[config.mk]
export PLATFORM = sky130hd
export DESIGN_NAME = vid_mem_arbiter
export DESIGN_NICKNAME = d
export VERILOG_FILES = /design/src/rtl/vid_mem_arbiter.sv
export SDC_FILE = /design/constraint.sdc
export NUM_CORES = 1
export LEC_CHECK = 0
export BUFFER_PORTS_ARGS = -buffer_cell sky130_fd_sc_hd__buf_2
export CORE_ASPECT_RATIO = 0.6
export CORE_MARGIN = 5
export CORE_UTILIZATION = 40
export DETAILED_ROUTE_END_ITERATION = 16
export GPL_ROUTABILITY_DRIVEN = 0
export PLACE_DENSITY = 0.89
export SYNTH_ARGS = -nofsm -noshare
export SYNTH_HDL_FRONTEND = slang
export SYNTH_SLANG_ARGS = --single-unit
[constraint.sdc]
create_clock -name clk -period 2 [get_ports clk]
set_input_delay 0 -clock clk [delete_from_list [all_inputs] [get_ports clk]]
set_output_delay 0 -clock clk [all_outputs]
set_load 0.03 [all_outputs]
[src/rtl/vid_mem_arbiter.sv]
module vid_mem_arbiter #(
  parameter int AW    = 20,
  parameter int DW    = 16,
  parameter int BEATS = 8
) (
  input  logic          clk,
  input  logic          rst_n,
  input  logic          sys_req,
  input  logic          sys_to_sdram,
  input  logic [AW-1:0] sys_addr,
  output logic          sys_gnt,
  output logic          sys_ack,
  input  logic          lcd_req,
  input  logic [AW-1:0] lcd_addr,
  output logic          lcd_gnt,
  output logic          lcd_ack,
  input  logic          vga_req,
  input  logic [AW-1:0] vga_addr,
  output logic          vga_gnt,
  output logic          vga_ack,
  output logic [DW-1:0] rd_data,
  output logic          mem_req,
  output logic [AW-1:0] mem_addr,
  input  logic          mem_beat,
  input  logic [DW-1:0] mem_rdata
);
  localparam int CW = (BEATS > 1) ? $clog2(BEATS) : 1;

  typedef enum logic [1:0] {OWN_NONE, OWN_SYS, OWN_LCD, OWN_VGA} own_t;

  own_t          owner, pick;
  logic [CW-1:0] beat_cnt;
  logic [AW-1:0] addr_q, pick_addr;

  wire last_beat = (owner != OWN_NONE) && mem_beat && (beat_cnt == CW'(BEATS-1));
  wire arb_point = (owner == OWN_NONE) || last_beat;

  always_comb begin
    pick      = OWN_NONE;
    pick_addr = addr_q;
    if (lcd_req) begin
      pick      = OWN_LCD;
      pick_addr = lcd_addr;
    end else if (vga_req) begin
      pick      = OWN_VGA;
      pick_addr = vga_addr;
    end else if (sys_req && sys_to_sdram) begin
      pick      = OWN_SYS;
      pick_addr = sys_addr;
    end
  end

  always_ff @(posedge clk) begin
    if (!rst_n) begin
      owner    <= OWN_NONE;
      beat_cnt <= '0;
      addr_q   <= '0;
    end else if (arb_point) begin
      owner    <= pick;
      beat_cnt <= '0;
      addr_q   <= pick_addr;
    end else if (mem_beat) begin
      beat_cnt <= beat_cnt + 1'b1;
    end
  end

  assign sys_gnt  = (owner == OWN_SYS);
  assign lcd_gnt  = (owner == OWN_LCD);
  assign vga_gnt  = (owner == OWN_VGA);
  assign sys_ack  = sys_gnt & mem_beat;
  assign lcd_ack  = lcd_gnt & mem_beat;
  assign vga_ack  = vga_gnt & mem_beat;
  assign mem_req  = (owner != OWN_NONE);
  assign mem_addr = addr_q;
  assign rd_data  = mem_rdata;

  assert_lcd_first_R3: assert property (@(posedge clk) disable iff (!rst_n)
    arb_point && lcd_req |=> lcd_gnt);

  assert_vga_over_sys_R3: assert property (@(posedge clk) disable iff (!rst_n)
    arb_point && !lcd_req && vga_req |=> vga_gnt);

  assert_idle_R2: assert property (@(posedge clk) disable iff (!rst_n)
    arb_point && !lcd_req && !vga_req && !sys_req |=> !mem_req);

  assert_burst_held_R4: assert property (@(posedge clk) disable iff (!rst_n)
    mem_req && !last_beat |=> $stable(mem_addr) && $stable({sys_gnt, lcd_gnt, vga_gnt}));

  assert_slow_never_granted_R7: assert property (@(posedge clk) disable iff (!rst_n)
    arb_point && !sys_to_sdram && !lcd_req && !vga_req |=> !sys_gnt);
endmodule

After elaboration in Yosys (flattened, before gate mapping) --
Index checks and enable logic that the tools add are counted.
Word-level totals: flip-flop bits (word level) 25, bits of input ports 83, output and inout port bits 43, word-level logic and storage cells 27
Cells by class: $add $sub $neg 1, equal/unequal tests 4, multiplexer cells 6, bitwise operators 4, reduce and logical (&&, ||, !) cells 9
Operators by type and width (number):
- two-way mux 20 bit | 3
- == test 2 bit (second input constant) | 2
- two-way mux 2 bit | 2
- adder 3 x 1 -> 3 bit (second input constant) | 1
- AND 1 bit | 3
- == test 3 bit (second input constant) | 1
- logical AND 1 bit | 3
- nonzero test 3 bit | 1
- == test 2 x 1 -> 1 bit (second input constant) | 1
- logical NOT 2 bit | 1
- AND reduction 2 bit | 1
- nonzero test 2 bit | 1
- OR reduction 2 bit | 1
- logical OR 1 bit | 1
- two-way mux 1 bit | 1
- inverter 1 bit | 1

Logic depth before layout (Yosys ltp) --
Gate-level depths: netlist of run 1.
depth in word-level cells 5, depth in mapped cells 6, depth with buffers taken out 5

Least setup slack after synthesis of run 1 --
No wires, ideal clock.
path type flip-flop to flip-flop, start register beat_cnt[0], end register addr_q[0] (netlist: mem_addr[0]), library setup time 0.126 ns, arrival time 1.253 ns, required time 1.874 ns, setup slack 0.621 ns, stages on the path, launching flop included 7, path buffers 1, period minus slack after synthesis 1.379 ns, cells stage by stage dfxtp_1 > ha_1 > ha_1 > a2bb2oi_2 > a211o_1 > buf_6 > o22ai_2
Between the ends: cells in the longest elaborated chain, start to end 4
RTL lines:
- start: declaration | line 32 | logic [CW-1:0] beat_cnt;
- start signal: assignment | line 63 | beat_cnt <= beat_cnt + 1'b1;
- == test 3 bit | line 35 | wire last_beat = (owner != OWN_NONE) && mem_beat && (beat_cnt == CW'(BEATS-1));
- logical AND 1 bit | line 35
- logical OR 1 bit | line 36 | wire arb_point = (owner == OWN_NONE) || last_beat;
- AND reduction 2 bit (no source line)
- end signal: assignment | line 61 | addr_q <= pick_addr;
- end: declaration | line 33 | logic [AW-1:0] addr_q, pick_addr;
Every way passes these cells. A chain may end at the register's enable or synchronous reset.

Worst setup path after layout of run 1 --
start register beat_cnt[0], end register addr_q[7] (netlist: mem_addr[7])
The elaborated chain is that of the path after synthesis.

==> summary.txt, run 1 <==
Status
  • Run status: complete, no violations

Timing
  • Tcrit/Tclk final: 78.0%
  • Max Freq: 641 MHz
  • Worst slew margin: 70.9%
  • Hold Violations, Final: 0
  • Unrepaired setup endpoints after global routing: no
  • Tmin final: 1560 ps
  • Worst-Margin Slew: 437 ps
  • Setup violators final: 0
  • Max-slew violations: 0
  • WHS: 0.0132 ps
  • Final worst slack: 440 ps
  • Setup tns final: 0 ps
  • Clk_skew: 2.12 ps

Setup path
  • Reg2reg end: mem_addr[7]$_SDFFE_PN0P_
  • R2R Setup Slk: 440 ps
  • Critical Path Most Common Cell: ha_1
  • Worst r2r src: beat_cnt[0]$_SDFFE_PP0P_
  • Critical path peak fanout: 9
  • Setup crit end kind: register
  • Buf/Inv on CP: 1
  • R2r worst-path depth: 6
  • CP required: 2160 ps
  • Crit path cell chain: ha_1, ha_1, a2bb2oi_2, a21oi_2, buf_4, o22ai_1
  • Critical path's largest stage delay: 360 ps
  • CP top delay family: compound AO/OA/AOI/OAI gates
  • Slowest CP cell: dfxtp_1
  • Worst Path Arrival: 1720 ps
  • Startpoint types: register
  • WS Path Type: register to register

GRT
  • Initial antenna violation count: 0
  • Vias in the first global route: 1476
  • GRT Util Overall: 15.5%
  • Largest net degree at the start of global routing: 24
  • GR Overflow Total: 0
  • First-pass GRT wire length: 6.79 mm

Cells and area
  • Util after Layout: 54.3%
  • Post-Layout Cell Count: 287
  • Layout cells sized above 1: 51.2%
  • Area delta synth->final: 27.4%
  • Most common cell after layout, fill and taps aside: buf_2
  • Antenna cells: 0
  • Final-layout fill cell count: 351
  • Nets: 326
  • Commonest cells after routing, fill and taps aside: buf_2, nand2_1, dfxtp_1, mux2i_1, mux2_1

Yosys
  • Yosys warnings: 0
  • Seq/Total Area, Yosys: 31.2%
  • Cell count after synthesis: 163
  • Syn avg cell area: 9.85 µm²
  • Synth top area cells: dfxtp_1, mux2i_1, mux2_1
  • Yosys reg bits: 25
  • Area leader, netlist: dfxtp_1
  • Syn nets: 248
  • Netlist cell types: 25
  • Post-Syn Area: 1610 µm²
  • Area share of the largest cell type after synthesis: 31.2%

Pwr
  • Clk pwr share: 22.6%
  • Peak supply drop: 0.404 mV
  • Sw Share: 33.1%
  • Psw: 431 µW
  • Sequential share of power: 43.7%
  • Pint: 873 µW
  • Leak: 1.02 nW
  • Combinational share of power: 33.7%
  • Pwr Density: 638 nW/µm²

Clock network
  • H-tree Lvls: 1
  • CTS Root Buffer Type: clkbuf_8
  • Clock buffer count from CTS: 3
  • Sink Count: 25
  • CTS tree: built
  • Clock transition at path regs: 80 ps
  • Clk_lat worst skew: 260 ps
  • CTS max path bufs: 2

Min path
  • Origin of the worst min-delay path: mem_rdata[11]
  • Hold Crit Depth: 0
  • Destination of the worst hold path: rd_data[11]
  • Hold Path Class: primary input to output port

Route
  • DR iter-0 viols: 71
  • Via-per-instance ratio: 4.96
  • Drt first pass iters: 4
  • Final WL: 4.24 mm
  • Drc violations: 0
  • Vias after detailed routing: 1424
  • Per-cell routed wire length: 14.8 µm
  • Routed Antenna Nets: 0

Place
  • Hpwl dp: 3.41 mm
  • PortBufs: 93
  • Setup WS pre-CTS: 450 ps
  • Placed Instances: 282

Die
  • Die X-Extent: 91.8 µm
  • Starting Density: 42.6%
  • Core area: 3760 µm²
  • Die Y: 59.1 µm
  • # IOs: 126
  • # rows: 17
  • Die ar.: 5420 µm²

Run
  • Maxcap violations: 0
how the worst max path moves through the flow:
stage	startpoint	to	slack, ps	depth (start not counted)
floorplan	beat_cnt[0]$_SDFFE_PP0P_	mem_addr[0]$_SDFFE_PN0P_	620	6
global placement	beat_cnt[0]$_SDFFE_PP0P_	mem_addr[7]$_SDFFE_PN0P_	490	6
detailed placement	beat_cnt[0]$_SDFFE_PP0P_	mem_addr[11]$_SDFFE_PN0P_	450	6
CTS	beat_cnt[0]$_SDFFE_PP0P_	mem_addr[7]$_SDFFE_PN0P_	440	6
global route	beat_cnt[0]$_SDFFE_PP0P_	mem_addr[7]$_SDFFE_PN0P_	340	6
finish	beat_cnt[0]$_SDFFE_PP0P_	mem_addr[7]$_SDFFE_PN0P_	440	6
routing by layer:
layer / share of wire [%] / up-vias / track usage [%]
met5: 0 / - / 0
met4: 0.71 / 0 / 2.54
met3: 9.4 / 4 / 6.98
met2: 45 / 61 / 26.0
met1: 44 / 642 / 18.8
li1: - / 717 / -
per-stage QoR:
step	power, mW	area [µm²]
final	1.30	2050
after global routing	1.38	2050
after CTS	1.32	2050
after detailed placement	1.02	1990
after global placement	1.01	1990
after floorplan	0.932	1610
timing repair:
item	in CTS	in global routing
hold buffers	1	0
buffers inserted	0	0
resized for setup	0	0
setup endpoints to repair	0	0
endpoints found under the hold margin	1	0
cells in the mapped netlist (all sizes together):
master,number
buf,25
dfxtp,25
nand2,25
mux2i,22
mux2,20
o22ai,20
nor2,5
a21oi,4
and2,2
clkbuf,2
ha,2
nor2b,2
a211o,1
a21boi,1
a2bb2oi,1
and3,1
inv,1
o21a,1
or2,1
or3,1
xnor2,1
cell families (layout without fill, tap and decap cells):
| group | after synthesis | in the layout | share of synthesized area [%] |
|---|---|---|---|
| simple gates | 37 | 37 | 9.74 |
| mux | 42 | 42 | 27.7 |
| flops | 25 | 25 | 31.2 |
| xor+xnor | 1 | 1 | 0.546 |
| compound gates | 28 | 28 | 17.3 |
| fa+ha+maj | 2 | 2 | 1.56 |
| buf+inv | 28 | 105 | 11.9 |
power by group through the flow:
stage / sequential [mW] / clock (mW) / combinational [mW]
floorplan: 0.653 / 0 / 0.278
global placement: 0.580 / 0 / 0.430
detailed placement: 0.580 / 0 / 0.442
CTS: 0.570 / 0.303 / 0.444
global route: 0.578 / 0.325 / 0.476
finish: 0.570 / 0.294 / 0.440
area by class of cell:
class / count / area (µm²) / area share (%)
repair buffers: 100 / 520 / 25.4
flip-flops and latches: 25 / 500 / 24.5
clock buffers: 4 / 45.0 / 2.20
well taps: 47 / 58.8 / 2.87
multi-input cells: 110 / 917 / 44.8
inverters: 1 / 3.75 / 0.183
registers in the layout, indices dropped and copies added (netlist names):
signal / flops
owner: 2
mem_addr: 20
beat_cnt: 3
No activity file was read; power rests on OpenSTA's default activity.
==> run 2: changes to the inputs <==
--- a/config.mk
+++ b/config.mk
@@ -8,10 +8,10 @@
 export BUFFER_PORTS_ARGS = -buffer_cell sky130_fd_sc_hd__buf_2
 export CORE_ASPECT_RATIO = 0.6
 export CORE_MARGIN = 5
-export CORE_UTILIZATION = 40
+export CORE_UTILIZATION = 36
 export DETAILED_ROUTE_END_ITERATION = 16
 export GPL_ROUTABILITY_DRIVEN = 0
-export PLACE_DENSITY = 0.89
+export PLACE_DENSITY = 0.85
 export SYNTH_ARGS = -nofsm -noshare
 export SYNTH_HDL_FRONTEND = slang
 export SYNTH_SLANG_ARGS = --single-unit
==> constraint.sdc (replaced) <==
create_clock -name clk -period 1.4 [get_ports clk]
set_input_delay 0 -clock clk [delete_from_list [all_inputs] [get_ports clk]]
set_output_delay 0 -clock clk [all_outputs]
set_load 0.03 [all_outputs]
==> run 2 against run 1 <==
Compared with the run above:
- the flow now finishes with violations (setup timing)
- clock power rose by 47%
- first-iteration DRC count fell by 21%
- register-to-register slack got worse by 460 ps
- combinational power rose by 73%
- die area rose by 9.5%
- highest routed layer unchanged
==> summary.txt, run 2 (synthesis gave the netlist of run 1 again) <==
Status
  • Run status: complete, but fails checks (was complete, no violations)
  • Failing checks: setup timing

Timing
  • Clk_skew: 4.68 ps (was 2.12 ps)
  • Final worst slack: -20.3 ps (was 440 ps)
  • Setup violators final: 13 (was 0)
  • Tmin final: 1420 ps (was 1560 ps)
  • Tcrit/Tclk final: 101% (was 78.0%)
  • Max-slew violations: 0 (unchanged)
  • Hold Violations, Final: 0 (unchanged)
  • Max Freq: 704 MHz (was 641 MHz)
  • Worst slew margin: 73.3% (was 70.9%)
  • Unrepaired setup endpoints after global routing: yes (was no)
  • Worst-Margin Slew: 399 ps (was 437 ps)
  • WHS: 0.0109 ps (was 0.0132 ps)

Route
  • Drc violations: 0 (unchanged)
  • Routed Antenna Nets: 0 (unchanged)
  • Final WL: 4.69 mm (was 4.24 mm)
  • DR WL met3: 355 µm (was 401 µm)
  • DR iter-0 viols: 56 (was 71)
  • Wire length on met2: 2.33 mm (was 1.93 mm)
  • Vias after detailed routing: 1459 (was 1424)
  • Routed met1 length: 1.95 mm (was 1.88 mm)
  • Top routing layer used: met4 (unchanged)
  • Via-per-instance ratio: 4.71 (was 4.96)
  • Drt first pass iters: 4 (unchanged)
  • Per-cell routed wire length: 15.1 µm (was 14.8 µm)

Setup path
  • Critical path peak fanout: 8 (was 9)
  • Worst Path Arrival: 1580 ps (was 1720 ps)
  • Startpoint types: register (unchanged)
  • Setup crit end kind: register (unchanged)
  • CP required: 1560 ps (was 2160 ps)
  • WS Path Type: register to register (unchanged)

Die
  • # IOs: 126 (unchanged)
  • Die X-Extent: 96.2 µm (was 91.8 µm)
  • Die Y: 61.7 µm (was 59.1 µm)
  • Starting Density: 38.1% (was 42.6%)
  • Core area: 4210 µm² (was 3760 µm²)
  • # rows: 18 (was 17)
  • Die ar.: 5940 µm² (was 5420 µm²)

Cells and area
  • Layout cells sized above 1: 58.8% (was 51.2%)
  • Commonest cells after routing, fill and taps aside: buf_2, nand2_1, dfxtp_1, mux2i_1, mux2_1 (unchanged)
  • Post-Layout Cell Count: 310 (was 287)
  • Antenna cells: 0 (unchanged)
  • Nets: 336 (was 326)
  • Most common cell after layout, fill and taps aside: buf_2 (unchanged)
  • Util after Layout: 55.0% (was 54.3%)
  • Largest register FFs: 20 (unchanged)
  • Area delta synth->final: 44.3% (was 27.4%)

Pwr
  • Pwr Density: 866 nW/µm² (was 638 nW/µm²)
  • Total power: 2.01 mW (was 1.30 mW)
  • Leak: 1.10 nW (was 1.02 nW)
  • Peak supply drop: 0.486 mV (was 0.404 mV)

GRT
  • Largest net degree at the start of global routing: 23 (was 24)
  • First-pass GRT wire length: 6.76 mm (was 6.79 mm)
  • GRT Util Overall: 15.0% (was 15.5%)
  • Vias in the first global route: 1458 (was 1476)
  • Initial antenna violation count: 0 (unchanged)
  • GR Overflow Total: 0 (unchanged)

Clock network
  • Sink Count: 25 (unchanged)
  • Clk_lat worst skew: 270 ps (was 260 ps)
  • CTS tree: built (unchanged)
  • CTS max path bufs: 2 (unchanged)
  • Clock buffer count from CTS: 3 (unchanged)
  • CTS Root Buffer Type: clkbuf_8 (unchanged)
  • H-tree Lvls: 1 (unchanged)
  • Clock transition at path regs: 90 ps (was 80 ps)

Place
  • Hpwl dp: 3.50 mm (was 3.41 mm)
  • Placed Instances: 303 (was 282)
  • Setup WS pre-CTS: -89.8 ps (was 450 ps)
  • PortBufs: 93 (unchanged)

Run
  • Maxcap violations: 0 (unchanged)

Min path
  • Hold Path Class: primary input to output port (unchanged)
## run 2: cell count changes in the layout (fill, tap and decap cells not counted), sizes merged
| cell | change |
|---|---|
| buf | +10 |
| clkinvlp | +1 |
| clkbuf | -1 |
## run 2: routing by layer
layer / vias to the layer above / track usage [%]
met2: 48 / 26.7
met3: 6 / 5.66
met1: 670 / 17.3
met4: 0 / 3.64
li1: 735 / -
met5: - / 0
## run 2: area by class of cell
cell class / count / area, µm²
inverter: 1 / 3.75
fill: 366 / 1890
sequential: 25 / 503
multi-input combinational: 110 / 1040
timing repair buffer: 110 / 651
clock buffer: 3 / 41.3
tap: 60 / 75.1
clock inverter: 1 / 7.51
## run 2: critical path: stages, from the launching register on
cell       delay [ps]
dfxtp_2           360
ha_4              140
ha_4              140
a2bb2oi_4          60
buf_6             130
a21oi_4           190
buf_6             190
o22ai_2            80
## run 2: report_power, final
part | leakage (nW) | switching, mW | internal, mW
logic | 0.876 | 0.415 | 0.348
clock network | 0.0217 | 0.231 | 0.202
registers | 0.207 | 0.0355 | 0.774
## run 2: repair_timing
action | CTS | global route
resized for setup | 19 | 11
hold endpoints to repair | 1 | 0
pin swaps | 23 | 6
cloned | 1 | 1
endpoints found under the setup margin | 21 | 21
hold buffers | 1 | 0
setup buffers | 1 | 0
## run 2: final timing paths
path / endpoint / from / cells after the start / slack (ps)
hold reg to reg: mem_addr[19]$_SDFFE_PN0P_ / mem_addr[19]$_SDFFE_PN0P_ / 2 / 480
setup reg to reg: mem_addr[14]$_SDFFE_PN0P_ / beat_cnt[0]$_SDFFE_PP0P_ / 7 / -20
hold / removal: rd_data[10] / mem_rdata[10] / 0 / 0.01
setup / recovery: mem_addr[14]$_SDFFE_PN0P_ / beat_cnt[0]$_SDFFE_PP0P_ / 7 / -20
## run 2: per-stage QoR
| stage | area (µm²) | TNS, ps |
|---|---|---|
| finish | 2320 | -180 |
| global route | 2320 | -938 |
| CTS | 2260 | -233 |
| detailed placement | 2080 | -1340 |
| global placement | 2080 | 0 |
| floorplan | 1610 | 0 |
